### src/rtl/sgd_pkg.sv
package sgd_pkg;

  typedef enum logic [2:0] {
    ST_IDLE,
    ST_FETCH_A,
    ST_FETCH_L,
    ST_XFER,
    ST_DEV_IN,
    ST_DEV_OUT
  } walk_st_e;

  // Region length in halfwords: byte count bits 15:0, bit 0 dropped, zero = 64 KiB.
  function automatic logic [16:0] region_halves(input logic [31:0] ctl);
    logic [15:0] bytes;
    bytes = ctl[15:0] & 16'hFFFE;
    if (bytes == 16'd0) return 17'h08000;
    return {2'b00, bytes[15:1]};
  endfunction

  function automatic logic is_last(input logic [31:0] ctl);
    return ctl[31];
  endfunction

endpackage

### src/rtl/sgd_carry_fifo.sv
module sgd_carry_fifo #(
  parameter int DEPTH = 256,
  parameter int W     = 16,
  localparam int AW   = $clog2(DEPTH),
  localparam int CW   = AW + 1
) (
  input  logic          clk,
  input  logic          rst_n,
  input  logic          flush,
  input  logic          push,
  input  logic [W-1:0]  wdata,
  input  logic          pop,
  output logic [W-1:0]  rdata,
  output logic [CW-1:0] count
);

  logic [W-1:0]  store [DEPTH];
  logic [AW-1:0] wr_q, rd_q;
  logic [CW-1:0] cnt_q;

  assign rdata = store[rd_q];
  assign count = cnt_q;

  always_ff @(posedge clk) begin
    if (push) store[wr_q] <= wdata;
  end

  always_ff @(posedge clk) begin
    if (!rst_n || flush) begin
      wr_q  <= '0;
      rd_q  <= '0;
      cnt_q <= '0;
    end else begin
      if (push) wr_q <= wr_q + 1'b1;
      if (pop)  rd_q <= rd_q + 1'b1;
      case ({push, pop})
        2'b10:   cnt_q <= cnt_q + 1'b1;
        2'b01:   cnt_q <= cnt_q - 1'b1;
        default: cnt_q <= cnt_q;
      endcase
    end
  end

endmodule

### src/rtl/sgd_walk_ctrl.sv
module sgd_walk_ctrl
  import sgd_pkg::*;
#(
  parameter int SECT_HW = 256,
  localparam int SCW    = $clog2(SECT_HW),
  localparam int CW     = SCW + 1
) (
  input  logic          clk,
  input  logic          rst_n,
  input  logic          start,
  input  logic          dir_d2m,
  input  logic [31:0]   tbl_ptr,
  output logic          mem_req,
  output logic          mem_we,
  output logic          mem_wide,
  output logic [31:0]   mem_addr,
  input  logic [31:0]   mem_rdata,
  input  logic          mem_ack,
  output logic          dev_req,
  output logic          dev_wr,
  input  logic          dev_ack,
  input  logic          dev_nak,
  input  logic [CW-1:0] fifo_cnt,
  output logic          fifo_push,
  output logic          fifo_pop,
  output logic          fifo_flush,
  output logic          push_from_dev,
  output logic          active,
  output logic          err,
  output logic          irq,
  output logic [31:0]   cur_ptr,
  output logic          xfer_done
);

  walk_st_e       st_q;
  logic [31:0]    ptr_q, raddr_q;
  logic [16:0]    left_q;
  logic           last_q, d2m_q, act_q, err_q, irq_q, done_q;
  logic [SCW-1:0] sc_q;

  logic buf_empty, buf_full, in_xfer;
  logic ev_region_end, ev_fault, ev_beat_dev, ev_sect_end;

  assign buf_empty = (fifo_cnt == '0);
  assign buf_full  = (fifo_cnt == CW'(SECT_HW));
  assign in_xfer   = (st_q == ST_XFER);

  // Region finished: no halfwords left, and in the outbound direction no full sector pending.
  assign ev_region_end = in_xfer && (left_q == 17'd0) && (d2m_q || !buf_full);
  assign ev_fault      = dev_req && dev_nak;
  assign ev_beat_dev   = dev_req && dev_ack && !dev_nak;
  assign ev_sect_end   = ev_beat_dev && (sc_q == SCW'(SECT_HW - 1));

  always_comb begin
    mem_req  = 1'b0;
    mem_we   = 1'b0;
    mem_wide = 1'b0;
    mem_addr = raddr_q;
    case (st_q)
      ST_FETCH_A: begin mem_req = 1'b1; mem_wide = 1'b1; mem_addr = ptr_q; end
      ST_FETCH_L: begin mem_req = 1'b1; mem_wide = 1'b1; mem_addr = ptr_q + 32'd4; end
      ST_XFER: begin
        if (d2m_q) begin
          mem_req = (left_q != 17'd0) && !buf_empty;
          mem_we  = 1'b1;
        end else begin
          mem_req = (left_q != 17'd0) && !buf_full;
        end
      end
      default: ;
    endcase
  end

  assign dev_req       = (st_q == ST_DEV_IN) || (st_q == ST_DEV_OUT);
  assign dev_wr        = (st_q == ST_DEV_OUT);
  assign push_from_dev = (st_q == ST_DEV_IN);
  assign fifo_push     = (in_xfer && !d2m_q && mem_req && mem_ack) ||
                         ((st_q == ST_DEV_IN) && ev_beat_dev);
  assign fifo_pop      = (in_xfer && d2m_q && mem_req && mem_ack) ||
                         ((st_q == ST_DEV_OUT) && ev_beat_dev);
  assign fifo_flush    = (st_q == ST_IDLE) && start;

  always_ff @(posedge clk) begin
    if (!rst_n) begin
      st_q    <= ST_IDLE;
      ptr_q   <= '0;
      raddr_q <= '0;
      left_q  <= '0;
      last_q  <= 1'b0;
      d2m_q   <= 1'b0;
      act_q   <= 1'b0;
      err_q   <= 1'b0;
      irq_q   <= 1'b0;
      done_q  <= 1'b0;
      sc_q    <= '0;
    end else begin
      done_q <= 1'b0;
      case (st_q)
        ST_IDLE: begin
          if (start) begin
            ptr_q <= tbl_ptr & 32'hFFFF_FFFC;
            act_q <= 1'b1;
            err_q <= 1'b0;
            irq_q <= 1'b0;
            d2m_q <= dir_d2m;
          end else if (act_q && ptr_q != 32'd0) begin
            st_q <= ST_FETCH_A;
          end
        end
        ST_FETCH_A: if (mem_ack) begin
          raddr_q <= mem_rdata;
          st_q    <= ST_FETCH_L;
        end
        ST_FETCH_L: if (mem_ack) begin
          left_q <= region_halves(mem_rdata);
          last_q <= is_last(mem_rdata);
          st_q   <= ST_XFER;
        end
        ST_XFER: begin
          if (ev_region_end) begin
            if (last_q) begin
              act_q  <= 1'b0;
              irq_q  <= 1'b1;
              ptr_q  <= '0;
              done_q <= 1'b1;
              st_q   <= ST_IDLE;
            end else begin
              ptr_q <= ptr_q + 32'd8;
              st_q  <= ST_FETCH_A;
            end
          end else if (d2m_q && buf_empty) begin
            sc_q <= '0;
            st_q <= ST_DEV_IN;
          end else if (!d2m_q && buf_full) begin
            sc_q <= '0;
            st_q <= ST_DEV_OUT;
          end else if (mem_ack) begin
            raddr_q <= raddr_q + 32'd2;
            left_q  <= left_q - 17'd1;
          end
        end
        ST_DEV_IN, ST_DEV_OUT: begin
          if (ev_fault) begin
            act_q <= 1'b0;
            err_q <= 1'b1;
            irq_q <= 1'b1;
            st_q  <= ST_IDLE;
          end else if (ev_beat_dev) begin
            sc_q <= sc_q + 1'b1;
            if (ev_sect_end) st_q <= ST_XFER;
          end
        end
        default: st_q <= ST_IDLE;
      endcase
    end
  end

  assign active    = act_q;
  assign err       = err_q;
  assign irq       = irq_q;
  assign cur_ptr   = ptr_q;
  assign xfer_done = done_q;

endmodule

### src/rtl/sgd_dma_walker.sv
module sgd_dma_walker #(
  parameter int SECT_BYTES = 512,
  localparam int SECT_HW   = SECT_BYTES / 2,
  localparam int CW        = $clog2(SECT_HW) + 1
) (
  input  logic        clk,
  input  logic        rst_n,
  input  logic        start,
  input  logic        dir_d2m,
  input  logic [31:0] tbl_ptr,
  output logic        mem_req,
  output logic        mem_we,
  output logic        mem_wide,
  output logic [31:0] mem_addr,
  output logic [15:0] mem_wdata,
  input  logic [31:0] mem_rdata,
  input  logic        mem_ack,
  output logic        dev_req,
  output logic        dev_wr,
  output logic [15:0] dev_wdata,
  input  logic [15:0] dev_rdata,
  input  logic        dev_ack,
  input  logic        dev_nak,
  output logic        active,
  output logic        err,
  output logic        irq,
  output logic [31:0] cur_ptr,
  output logic        xfer_done
);

  logic [CW-1:0] fifo_cnt;
  logic          fifo_push, fifo_pop, fifo_flush, push_from_dev;
  logic [15:0]   fifo_head, fifo_in;

  assign fifo_in   = push_from_dev ? dev_rdata : mem_rdata[15:0];
  assign mem_wdata = fifo_head;
  assign dev_wdata = fifo_head;

  sgd_walk_ctrl #(.SECT_HW(SECT_HW)) ctrl_i (
    .clk           (clk),
    .rst_n         (rst_n),
    .start         (start),
    .dir_d2m       (dir_d2m),
    .tbl_ptr       (tbl_ptr),
    .mem_req       (mem_req),
    .mem_we        (mem_we),
    .mem_wide      (mem_wide),
    .mem_addr      (mem_addr),
    .mem_rdata     (mem_rdata),
    .mem_ack       (mem_ack),
    .dev_req       (dev_req),
    .dev_wr        (dev_wr),
    .dev_ack       (dev_ack),
    .dev_nak       (dev_nak),
    .fifo_cnt      (fifo_cnt),
    .fifo_push     (fifo_push),
    .fifo_pop      (fifo_pop),
    .fifo_flush    (fifo_flush),
    .push_from_dev (push_from_dev),
    .active        (active),
    .err           (err),
    .irq           (irq),
    .cur_ptr       (cur_ptr),
    .xfer_done     (xfer_done)
  );

  sgd_carry_fifo #(.DEPTH(SECT_HW), .W(16)) fifo_i (
    .clk   (clk),
    .rst_n (rst_n),
    .flush (fifo_flush),
    .push  (fifo_push),
    .wdata (fifo_in),
    .pop   (fifo_pop),
    .rdata (fifo_head),
    .count (fifo_cnt)
  );

endmodule

### config.mk
export PLATFORM = sky130hd
export DESIGN_NAME = sgd_dma_walker
export DESIGN_NICKNAME = d
export VERILOG_FILES = /design/src/rtl/sgd_pkg.sv /design/src/rtl/sgd_carry_fifo.sv /design/src/rtl/sgd_walk_ctrl.sv /design/src/rtl/sgd_dma_walker.sv
export SDC_FILE = /design/constraint.sdc
export NUM_CORES = 2
export LEC_CHECK = 0
export BUFFER_PORTS_ARGS = -buffer_cell sky130_fd_sc_hd__buf_2
export CORE_ASPECT_RATIO = 1.2
export CORE_MARGIN = 8
export CORE_UTILIZATION = 40
export CTS_CLUSTER_DIAMETER = 60
export DETAILED_ROUTE_END_ITERATION = 10
export GPL_TIMING_DRIVEN = 0
export PLACE_DENSITY = 0.56
export SLEW_MARGIN = 20
export SYNTH_ARGS = -nofsm -noshare
export SYNTH_HDL_FRONTEND = slang
export SYNTH_SLANG_ARGS = --single-unit
### constraint.sdc
create_clock -name clk -period 6.2 [get_ports clk]
set_input_delay 0.62 -clock clk [delete_from_list [all_inputs] [get_ports clk]]
set_output_delay 0.62 -clock clk [all_outputs]
set_load 0.1 [all_outputs]
==> impl_metrics.py <==
metrics = {
    "placement": {
        "dp_hpwl_um": 456000,
        "routabilityCongestion": 0.975,
        "dp_slack_ns": -1.43,
        "dpl-instance-area_um2": 181000,
        "io_buffers": 186,
    },
    "routing": {
        "ant_nets": 0,
        "drt-initial-drc-count": 14800,
        "vias": 96500,
        "wl_per_cell_um": 42.0,
        "routed_via_density": 6.30,
        "drc_errors": 0,
        "firstDrtPassIters": 6,
        "routed_wl_um": 642000,
    },
    "sta": {
        "skew_ns": 0.108,
        "maxSlewHeadroom_pct": 13.4,
        "slew_violations": 0,
        "tightest_slew_ns": 1.30,
        "fmax_mhz": 157,
        "hold_violations": 0,
        "period_share_pct": 103,
        "finalWorstSetupSlack_ns": -0.174,
        "tns_ns": -1.01,
        "setup_violations": 18,
        "rsz0062_at_grt": "true",
        "period_minus_slack_ns": 6.37,
    },
    "critical_path": {
        "cp_top_family": "buffers and inverters",
        "crit_fanout": 10,
        "crit_type": "reg2out",
        "crit_buf_inv": 8,
        "crit_path_cell_trace": "clkbuf_4 -> clkbuf_2 -> clkbuf_4 -> clkbuf_2 -> buf_16 -> nand2_1 -> o22ai_1 -> nor3_2 -> nor4_4 -> buf_12 -> buf_4 -> buf_4",
        "worstPathRequired_ns": 5.58,
        "critPathLaunchType": "flop",
        "slowest_stage": "o22ai_1",
        "critical-path-max-stage-delay_ns": 0.70,
        "arrival_ns": 5.75,
        "cp-end-kind": "primary output",
    },
    "yosys": {
        "synth_flop_cell": "edfxtp_1",
        "synth_edf_count": 4096,
        "synth_cell_types": 81,
        "netlist.top_cell.by_area": "edfxtp_1",
        "synth_seq_area_share_pct": 75.1,
        "synth_area_um2": 167000,
        "synthArstFlopShare_pct": 0,
        "synth_seq_cells": 4225,
        "synth_cells": 8501,
        "synth_top_area_share_pct": 73.6,
        "avgSynthCellArea_um2": 19.7,
        "synthTopCellsByArea": "edfxtp_1 (74%), mux4_2 (11%), mux2i_1 (3.4%)",
        "ys_warn_count": 0,
    },
    "layout": {
        "final_area_um2": 197000,
        "post_route_cells_drive_above_1_share_pct": 28.1,
        "fillCellCount": 34700,
        "syn_to_final_growth_pct": 17.9,
        "fin_nets": 9535,
        "seq_area_um2": 126000,
        "multi_input_area_um2": 40600,
    },
    "power_and_ir_drop": {
        "switching_share_pct": 23.3,
        "net-switching-power_mw": 14.1,
        "seq_power_share_pct": 52.3,
        "p_leak_nw": 60.1,
        "p_total_mw": 60.3,
        "powerDensity_nw_per_um2": 306,
        "p_comb_share_pct": 5.2,
        "internal_power_mw": 46.3,
        "pwr-share-clk_pct": 42.5,
        "peakVddDrop_mv": 0.237,
    },
    "die": {
        "io_pins": 192,
        "dieArea_um2": 439000,
        "core_area_um2": 417000,
        "std_cell_rows": 260,
        "die_h_um": 724,
        "die_width_um": 606,
        "start_util_pct": 40.1,
    },
    "grt": {
        "grt_max_degree": 123,
        "antenna_found_initial": 44,
        "grt_pass1_vias": 93600,
        "overflow": 0,
        "grtUsageTotal_pct": 28.6,
        "grt_pass1_wl_um": 844000,
    },
    "cts": {
        "clk_latency_ns": 1.08,
        "clockBufferDepth": 4,
        "cts_tree": "yes",
        "cts.sinks": 4225,
        "clk_pin_slew_ns": 0.07,
        "cts-root-buf": "clkbuf_16",
        "h-tree-depth": 5,
        "cts_buffers": 425,
    },
    "min_path": {
        "hold_path_class": "in2reg",
    },
    "run": {
        "maxCapViolCount": 0,
    },
    "status": {
        "violations": "setup timing",
        "outcome": "finished, violations left",
    },
}
[final timing paths]
path,slack [ns],to,from,depth (start not counted)
max,-0.17,mem_wdata[10],flop,12
min,0.06,ctrl_i.raddr_q[19]$_SDFFE_PN0P_,mem_rdata[19],4
max reg2reg,0.44,fifo_i.count[6]$_SDFFE_PP0P_,ctrl_i.left_q[4]$_SDFFE_PN0P_,21
min reg2reg,0.45,ctrl_i.raddr_q[0]$_SDFFE_PN0P_,ctrl_i.raddr_q[0]$_SDFFE_PN0P_,2
[cells by family after synthesis]
| kind of cell | count (synthesis) | share of synthesized area (%) |
|---|---|---|
| DFF | 4225 | 75.1 |
| xor gates and xnor gates | 31 | 0.162 |
| adders and majority gates | 17 | 0.127 |
| AOI/OAI and AO/OA | 1063 | 4.37 |
| muxes | 1428 | 14.8 |
| other | 1 | 0.00224 |
| buffers and inverters | 591 | 2.10 |
| and+or+nand+nor | 1145 | 3.29 |
[layout by cell type (no fill, tap or decap), types with 191 or more instances in the layout]
cell | synthesis | routed
edfxtp_1 | 4096 | 4096
mux4_2 | 838 | 838
mux2i_1 | 574 | 573
clkbuf_16 | 0 | 432
clkbuf_1 | 268 | 230
buf_2 | 93 | 225
a21oi_1 | 206 | 205
nand2_1 | 204 | 204
nor2_1 | 452 | 191
[worst reg2reg max path: stages (launching register included)]
cell and delay (ns):
dfxtp_1 0.30, buf_2 0.16, or4_4 0.59, nor4_4 0.28, buf_4 0.21, nor3_4 0.09, a32o_1 0.44, buf_6 0.22
buf_6 0.15, inv_1 0.19, ha_1 0.30, clkbuf_1 0.36, clkbuf_2 0.36, xor2_1 0.12, ha_1 0.21, a21oi_1 0.26
o21ai_0 0.15, a221oi_1 0.40, o211ai_1 0.21, xnor2_1 0.18, or4_1 0.40, nand2_1 0.07
[cell usage after synthesis, types with 12 or more instances]
master,number
mux2i_1,574
edfxtp_1,4096
nand2_1,204
clkbuf_1,268
nor4_1,59
buf_4,85
ha_1,17
nand2b_1,17
nor2_1,452
nor3_1,131
o21ai_0,176
a22oi_1,61
a31oi_1,12
nand3_2,14
buf_6,69
a221oi_1,32
buf_1,24
nand4_1,43
o22ai_1,160
buf_2,93
and3_1,29
mux2_2,16
or4_1,12
a221o_1,18
o221ai_1,180
a21oi_1,206
a211oi_1,33
o31ai_1,35
xor2_1,25
dfxtp_1,129
mux4_2,838
nand3_1,46
o311ai_0,37
a21o_1,12
buf_8,21
or2_2,14
and2_1,26
or3_1,31
inv_1,23
nor4b_1,14
a22o_1,36
[metal layers]
layer	vias to the layer above	track usage [%]	routed length (um)
met5	-	0	120
met4	18	19.8	55200
met3	1555	6.19	62000
met2	6183	45.4	299000
met1	51400	35.0	227000
li1	37300	-	-
[power by group through the flow]
| stage | Sequential (mW) | Clock (mW) | Combinational (mW) |
|---|---|---|---|
| 2_1_floorplan | 32.4 | 0 | 1.57 |
| 3_3_place_gp | 32.3 | 0 | 2.89 |
| 3_5_place_dp | 32.2 | 0 | 3.02 |
| 4_1_cts | 31.6 | 25.8 | 3.08 |
| 5_1_grt | 31.6 | 26.8 | 3.23 |
| 6_report | 31.6 | 25.6 | 3.12 |
[registers in the layout, summed over array words and instances, names as in the netlist, named ones only]
signal / cells
ctrl_i.cur_ptr: 30
ctrl_i.d2m_q: 1
ctrl_i.active: 1
fifo_i.store: 4096
ctrl_i.st_q: 3
ctrl_i.xfer_done: 1
ctrl_i.sc_q: 8
fifo_i.wr_q: 8
fifo_i.count: 9
ctrl_i.raddr_q: 32
ctrl_i.left_q: 17
ctrl_i.irq: 1
ctrl_i.err: 1
fifo_i.rd_q: 8
ctrl_i.last_q: 1
[through the flow]
stage	util, %	hold WS, ns	std cells
after floorplan	-	0.432	8502
after global placement	42.0	0.450	14200
after detailed placement	43.5	0.446	14400
after CTS	47.2	0.00159	15300
after global routing	47.3	0.0594	15300
final	47.3	0.0554	15300
[cell type report]
cell class              count  share of cell area, %
clock inverters           261                   1.25
plain buffers             563                   2.14
multi-input cells        3686                   20.6
diodes                     16                 0.0203
flip-flops and latches   4225                   63.7
well taps                5502                   3.49
clock buffers             523                   5.66
inverters                  25                 0.0476
repair buffers            505                   3.07
[what timing repair did]
action | in CTS | in global routing
setup buffers | 17 | 2
endpoints found under the setup margin | 35 | 15
endpoints found under the hold margin | 49 | 0
pin swaps | 34 | 10
hold buffers | 44 | 0
resized for setup | 402 | 29
(Power assumes the default switching activity.)
